`src/rtl/pwm_bank_pkg.sv`:
```
package pwm_bank_pkg;
    localparam int DATA_W    = 16;
    localparam int PRE_W     = 3;
    localparam int DUTY_FULL = 12;

    // One channel register as it sits on the bus: prescaler, force-high, duty
    typedef struct packed {
        logic [PRE_W-1:0]     pre;
        logic                 force_hi;
        logic [DUTY_FULL-1:0] duty;
    } chan_cfg_t;
endpackage

```
`src/rtl/pwm_bank_regs.sv`:
```
module pwm_bank_regs
    import pwm_bank_pkg::*;
#(
    parameter int N_CH     = 8,
    parameter int N_DIRECT = 6,
    parameter int ADDR_W   = 8,
    parameter int OUT_ADDR = 8,
    parameter int PWM_BASE = 16
) (
    input  logic                          clk,
    input  logic                          rst_n,
    input  logic                          wr_en,
    input  logic [ADDR_W-1:0]             wr_addr,
    input  logic [DATA_W-1:0]             wr_data,
    input  logic [ADDR_W-1:0]             rd_addr,
    output logic [DATA_W-1:0]             rd_data,
    output logic [N_CH-1:0][DATA_W-1:0]   cfg_o,
    output logic [N_DIRECT-1:0]           static_o,
    output logic [N_DIRECT-1:0]           ovr_o
);
    localparam int OUT_W = 2 * N_DIRECT;

    typedef struct packed {
        logic [N_CH-1:0][DATA_W-1:0] cfg;
        logic [OUT_W-1:0]            outr;
    } regs_t;

    regs_t st_d, st_q;

    always_comb begin
        st_d = st_q;
        if (wr_en) begin
            if (int'(wr_addr) == OUT_ADDR) begin
                st_d.outr = wr_data[OUT_W-1:0];
            end
            for (int i = 0; i < N_CH; i++) begin
                if (int'(wr_addr) == PWM_BASE + 2 * i) begin
                    st_d.cfg[i] = wr_data;
                end
            end
        end
    end

    always_ff @(posedge clk or negedge rst_n) begin
        if (!rst_n) st_q <= '0;
        else        st_q <= st_d;
    end

    always_comb begin
        rd_data = '0;
        if (int'(rd_addr) == OUT_ADDR) begin
            rd_data = DATA_W'(st_q.outr);
        end
        for (int i = 0; i < N_CH; i++) begin
            if (int'(rd_addr) == PWM_BASE + 2 * i) begin
                rd_data = st_q.cfg[i];
            end
        end
    end

    assign cfg_o    = st_q.cfg;
    assign static_o = st_q.outr[N_DIRECT-1:0];
    assign ovr_o    = st_q.outr[OUT_W-1:N_DIRECT];

    // reserved upper bits of the output register never read back as one
    p_reserved_zero_r2: assert property (@(posedge clk) disable iff (!rst_n)
        (int'(rd_addr) == OUT_ADDR) |-> (rd_data[DATA_W-1:OUT_W] == '0));

    // a write to an odd byte address leaves every register untouched
    p_odd_write_ignored_r3: assert property (@(posedge clk) disable iff (!rst_n)
        (wr_en && wr_addr[0]) |=> $stable(st_q));
endmodule

```
`src/rtl/pwm_bank_chan.sv`:
```
module pwm_bank_chan
    import pwm_bank_pkg::*;
#(
    parameter int CNT_W = 12
) (
    input  logic      clk,
    input  logic      rst_n,
    input  chan_cfg_t cfg_i,
    output logic      pwm_o
);
    localparam int PC_W = (1 << PRE_W) - 1;

    typedef struct packed {
        logic [PC_W-1:0]  pre_cnt;
        logic [CNT_W-1:0] per;
        logic [PRE_W-1:0] pre_sh;
        logic [CNT_W-1:0] duty_sh;
        logic             force_sh;
    } chan_t;

    chan_t st_d, st_q;
    logic [PC_W-1:0] mask;
    logic tick, wrap;

    always_comb begin
        for (int b = 0; b < PC_W; b++) begin
            mask[b] = (b < int'(st_q.pre_sh));
        end
        tick = (st_q.pre_cnt == mask);
        wrap = tick && (&st_q.per);

        st_d = st_q;
        if (tick) begin
            st_d.pre_cnt = '0;
            st_d.per     = st_q.per + 1'b1;
        end else begin
            st_d.pre_cnt = st_q.pre_cnt + 1'b1;
        end
        if (wrap) begin
            st_d.pre_sh   = cfg_i.pre;
            st_d.duty_sh  = cfg_i.duty[DUTY_FULL-1 -: CNT_W];
            st_d.force_sh = cfg_i.force_hi;
        end
    end

    always_ff @(posedge clk or negedge rst_n) begin
        if (!rst_n) st_q <= '0;
        else        st_q <= st_d;
    end

    assign pwm_o = st_q.force_sh | (st_q.per < st_q.duty_sh);

    // running force bit pins the output high
    p_force_high_r6: assert property (@(posedge clk) disable iff (!rst_n)
        st_q.force_sh |-> pwm_o);

    // zero duty without force keeps the output low
    p_zero_low_r7: assert property (@(posedge clk) disable iff (!rst_n)
        (!st_q.force_sh && st_q.duty_sh == '0) |-> !pwm_o);

    // running settings only move at a period wrap
    p_hold_midperiod_r8: assert property (@(posedge clk) disable iff (!rst_n)
        !wrap |=> ($stable(st_q.duty_sh) && $stable(st_q.force_sh) && $stable(st_q.pre_sh)));

    // a nonzero prescaler never gives two counter steps back to back
    p_prescale_gap_r4: assert property (@(posedge clk) disable iff (!rst_n)
        (tick && !wrap && st_q.pre_sh != '0) |=> !tick);
endmodule

```
`src/rtl/pwm_bank_outmux.sv`:
```
module pwm_bank_outmux #(
    parameter int N_CH     = 8,
    parameter int N_DIRECT = 6
) (
    input  logic                     clk,
    input  logic                     rst_n,
    input  logic [N_DIRECT-1:0]      static_i,
    input  logic [N_DIRECT-1:0]      ovr_i,
    input  logic [N_CH-1:0]          pwm_i,
    output logic [N_DIRECT-1:0]      dout_o,
    output logic [N_CH-N_DIRECT-1:0] hb_o
);
    genvar k;
    generate
        for (k = 0; k < N_DIRECT; k++) begin : g_pin
            assign dout_o[k] = ovr_i[k] ? pwm_i[k] : static_i[k];

            // no override, static bit on the pin
            p_static_pin_r2: assert property (@(posedge clk) disable iff (!rst_n)
                !ovr_i[k] |-> (dout_o[k] == static_i[k]));

            // override set, channel k on pin k
            p_override_pin_r9: assert property (@(posedge clk) disable iff (!rst_n)
                ovr_i[k] |-> (dout_o[k] == pwm_i[k]));
        end
    endgenerate

    assign hb_o = pwm_i[N_CH-1:N_DIRECT];

    // bridge lines follow the top channels
    p_bridge_lines_r10: assert property (@(posedge clk) disable iff (!rst_n)
        hb_o == pwm_i[N_CH-1:N_DIRECT]);
endmodule

```
`src/rtl/pwm_bank.sv`:
```
module pwm_bank
    import pwm_bank_pkg::*;
#(
    parameter int N_CH     = 8,
    parameter int N_DIRECT = 6,
    parameter int CNT_W    = 12,
    parameter int ADDR_W   = 8,
    parameter int OUT_ADDR = 8,
    parameter int PWM_BASE = 16
) (
    input  logic                     clk,
    input  logic                     rst_n,
    input  logic                     wr_en,
    input  logic [ADDR_W-1:0]        wr_addr,
    input  logic [DATA_W-1:0]        wr_data,
    input  logic [ADDR_W-1:0]        rd_addr,
    output logic [DATA_W-1:0]        rd_data,
    output logic [N_DIRECT-1:0]      dout,
    output logic [N_CH-N_DIRECT-1:0] hbridge_pwm
);
    logic [N_CH-1:0][DATA_W-1:0] cfg;
    logic [N_DIRECT-1:0]         static_v;
    logic [N_DIRECT-1:0]         ovr;
    logic [N_CH-1:0]             pwm;

    pwm_bank_regs #(
        .N_CH(N_CH), .N_DIRECT(N_DIRECT), .ADDR_W(ADDR_W),
        .OUT_ADDR(OUT_ADDR), .PWM_BASE(PWM_BASE)
    ) u_regs (
        .clk(clk), .rst_n(rst_n),
        .wr_en(wr_en), .wr_addr(wr_addr), .wr_data(wr_data),
        .rd_addr(rd_addr), .rd_data(rd_data),
        .cfg_o(cfg), .static_o(static_v), .ovr_o(ovr)
    );

    genvar c;
    generate
        for (c = 0; c < N_CH; c++) begin : g_chan
            pwm_bank_chan #(.CNT_W(CNT_W)) u_chan (
                .clk(clk), .rst_n(rst_n),
                .cfg_i(chan_cfg_t'(cfg[c])),
                .pwm_o(pwm[c])
            );
        end
    endgenerate

    pwm_bank_outmux #(.N_CH(N_CH), .N_DIRECT(N_DIRECT)) u_mux (
        .clk(clk), .rst_n(rst_n),
        .static_i(static_v), .ovr_i(ovr), .pwm_i(pwm),
        .dout_o(dout), .hb_o(hbridge_pwm)
    );
endmodule

```
`config.mk`:
```
export PLATFORM = sky130hd
export DESIGN_NAME = pwm_bank
export DESIGN_NICKNAME = d
export VERILOG_FILES = /design/src/rtl/pwm_bank_pkg.sv /design/src/rtl/pwm_bank_regs.sv /design/src/rtl/pwm_bank_chan.sv /design/src/rtl/pwm_bank_outmux.sv /design/src/rtl/pwm_bank.sv
export SDC_FILE = /design/constraint.sdc
export NUM_CORES = 1
export LEC_CHECK = 0
export ABC_CLOCK_PERIOD_IN_PS = 3000
export BUFFER_PORTS_ARGS = -buffer_cell sky130_fd_sc_hd__buf_4
export CAP_MARGIN = 20
export CORE_MARGIN = 2
export CORE_UTILIZATION = 38
export CTS_CLUSTER_SIZE = 28
export DETAILED_ROUTE_END_ITERATION = 10
export PLACE_DENSITY = 0.63
export SLEW_MARGIN = 20
export SYNTH_ARGS = -nofsm -noshare
export SYNTH_HDL_FRONTEND = slang
export SYNTH_SLANG_ARGS = --single-unit
```
`constraint.sdc`:
```
create_clock -name clk -period 3 [get_ports clk]
set_input_delay 0.45 -clock clk [delete_from_list [all_inputs] [get_ports clk]]
set_output_delay 0.45 -clock clk [all_outputs]
set_load 0.005 [all_outputs]
```
==> flow_metrics.py <==
metrics = {
    "worst_setup_path": {
        "cp.required_ps": 2550,
        "end_kind": "output pin",
        "cp_cell_sequence": "ha_1 -> a211oi_2 -> nand2_1 -> a31oi_1 -> o21ai_1 -> a311oi_1 -> or3_1 -> buf_4",
        "cp.buffers_inverters": 1,
        "worst-path-max-fanout": 4,
        "worstPathArrival_ps": 2400,
        "crit_family": "compound AO/OA/AOI/OAI gates",
        "max_stage_delay_ps": 430,
        "startpoint_type": "flop",
        "r2r_start": "g_chan[3].u_chan.st_q[13]",
        "crit_type": "flop to output pin",
        "crit_path_start": "g_chan[6].u_chan.st_q[25]",
        "critPathSlowestCell": "dfrtp_2",
    },
    "cts": {
        "path_clk_slew_ps": 60,
        "clkSinkCount": 420,
        "clock_latency_ps": 580,
        "max-clock-path-buffers": 3,
        "cts_made_buffers": 45,
        "tritoncts": "built",
        "htreeDepth": 2,
        "cts_root_buf": "clkbuf_16",
    },
    "place": {
        "portBuffers": 58,
        "post-place-ws_ps": 319,
        "hpwl_um": 39400,
        "gp_congestion": 0.922,
        "dp_cells": 2664,
    },
    "sta": {
        "finalSetupViolations": 0,
        "worst_pin_slew_ps": 650,
        "fin_ws_ps": 149,
        "finalCriticalPeriod_ps": 2850,
        "max-slew-margin-rel_pct": 56.7,
        "fmax_mhz": 351,
        "hold_violations": 0,
        "finClkSkew_ps": 18.9,
        "maxSlewViolCount": 0,
        "period_share_pct": 95.0,
    },
    "synth": {
        "avgSynthCellArea_um2": 11.4,
        "ys_warn_count": 0,
        "synth_ff_type": "dfrtp_1",
        "async_flop_share_pct": 100,
        "synth_edf_count": 0,
        "yosys.cell_types.count": 68,
        "synth_area_leaders": "dfrtp_1 (49%), mux2_2 (15%), ha_1 (6.1%)",
        "synthesis.area_um2": 21400,
        "yosysTopAreaCell": "dfrtp_1",
        "synth_fp_nets": 2012,
        "ys_seq_area_share_pct": 49.0,
        "synth_top_area_share_pct": 49.0,
        "synth.ff_latch_count": 420,
        "synth_cells": 1873,
    },
    "global_route": {
        "grt_max_degree": 110,
        "antenna_found_initial": 6,
        "grt_pass1_vias": 14900,
        "grt_usage_pct": 19.1,
        "grt_pass1_wl_um": 85700,
        "grt_overflow": 0,
    },
    "flow_run": {
        "drv_cap": 0,
    },
    "route": {
        "routedWlPerCell_um": 19.7,
        "routed_wl_um": 54100,
        "ant_nets": 0,
        "via_count": 14800,
        "dr.pass1.iters": 5,
        "via_per_inst": 5.39,
        "drc": 0,
        "drtIter0Drc": 995,
    },
    "worst_hold_path": {
        "worstHoldStart": "wr_data[8]",
        "hold_class": "input pin to flop",
    },
    "floorplan": {
        "die_h_um": 241,
        "initial_core_util_pct": 38.2,
        "coreArea_um2": 56100,
        "die_area_um2": 58300,
        "io_pins": 59,
        "die_w_um": 241,
        "row_count": 87,
    },
    "layout": {
        "final_common_cell": "dfrtp_1",
        "finish.utilization_pct": 43.5,
        "layout.cells.most_common_list": "dfrtp_1 (419), mux2_2 (283), inv_1 (126), ha_1 (104), buf_4 (100)",
        "final_layout_size_suffix_gt1_share_pct": 24.9,
        "fin_nets": 2097,
        "area_growth_pct": 13.9,
        "finalNonFillerCells": 2749,
    },
    "outcome": {
        "status": "complete, no violations",
    },
    "pwr": {
        "leakagePower_nw": 11.3,
        "peakVddDrop_mv": 0.389,
        "p_per_area_nw_per_um2": 487,
    },
}
[worst register-to-register path, cell delays in order (launching register included)]
cell	delay, ps
dfrtp_1	440
or3b_2	490
o221ai_1	100
a32oi_1	80
and3b_1	330
nand4_2	480
mux2_2	460
[Yosys cell counts, types with 31 or more instances]
library cell / n
xor2_1: 66
o21ai_0: 48
xnor2_1: 62
nand2_1: 96
nand4_1: 31
nor3_1: 31
a21oi_1: 62
clkbuf_1: 41
nor2_1: 81
nand3_1: 76
inv_1: 126
and3_1: 36
ha_1: 104
dfrtp_1: 420
mux2_2: 283
[logic make-up after synthesis]
family                     after synthesis  synth area share, %
adders and majority gates              104                 6.07
buffers and inverters                  195                 3.78
DFF                                    420                 49.0
xor gates and xnor gates               128                 5.23
muxes                                  313                 16.5
and+or+nand+nor                        461                 11.6
AOI/OAI and AO/OA                      252                 7.76
[flip-flops by register name, indices dropped and copies added (netlist names)]
| signal | cells |
|---|---|
| g_chan.u_chan.st_q | 280 |
| u_regs.cfg_o | 128 |
| u_regs.ovr_o | 6 |
| u_regs.static_o | 6 |
[timing repair]
item	CTS	global route
hold endpoints to repair	45	0
hold buffers	1	0
buffers inserted	0	2
pin swaps	0	3
endpoints found under the setup margin	1	2
gates resized for setup	1	3
[path summary, 6_finish.rpt]
kind | end | slack (ps) | cells after the start
max | hbridge_pwm[0] | 150 | 8
min | u_regs.cfg_o[56] | 240 | 3
max reg2reg | g_chan[3].u_chan.st_q[1] | 500 | 6
min reg2reg | g_chan[7].u_chan.st_q[11] | 480 | 1
max in group asynchronous | g_chan[6].u_chan.st_q[25] | 1610 | 3
min in group asynchronous | g_chan[1].u_chan.st_q[28] | 390 | 2
[power breakdown]
group	leakage [nW]	internal [mW]	switching (mW)
Sequential	5.72	5.76	0.126
Clock	0.718	3.18	2.33
Combinational	4.90	0.188	0.317
[area by class of cell]
| cell class | count | area, um^2 |
|---|---|---|
| Antenna cell | 1 | 2.50 |
| Multi-Input combinational cell | 1258 | 10100 |
| Inverter | 126 | 473 |
| Clock inverter | 21 | 183 |
| Sequential cell | 420 | 10500 |
| Clock buffer | 60 | 1280 |
| Tap cell | 756 | 946 |
| Timing Repair Buffer | 107 | 876 |
| Fill cell | 5191 | 31600 |
[metal layers]
layer | wire, um | vias up | GRT usage [%]
li1 | - | 6864 | -
met1 | 24800 | 7547 | 26.1
met2 | 25400 | 314 | 31.0
met3 | 2740 | 80 | 3.75
met4 | 1230 | 6 | 5.20
met5 | 36 | - | 0
[stage by stage]
stage / area [um^2] / hold slack, ps / TNS [ps] / power [mW]
finish: 24400 / 244 / 0 / 11.9
global placement: 22900 / 406 / 0 / 6.49
CTS: 24400 / 209 / 0 / 12.1
floorplan: 21400 / 154 / 0 / 6.11
global route: 24400 / 218 / -37.7 / 12.3
detailed placement: 22900 / 413 / 0 / 6.49
(Power assumes the default switching activity.)
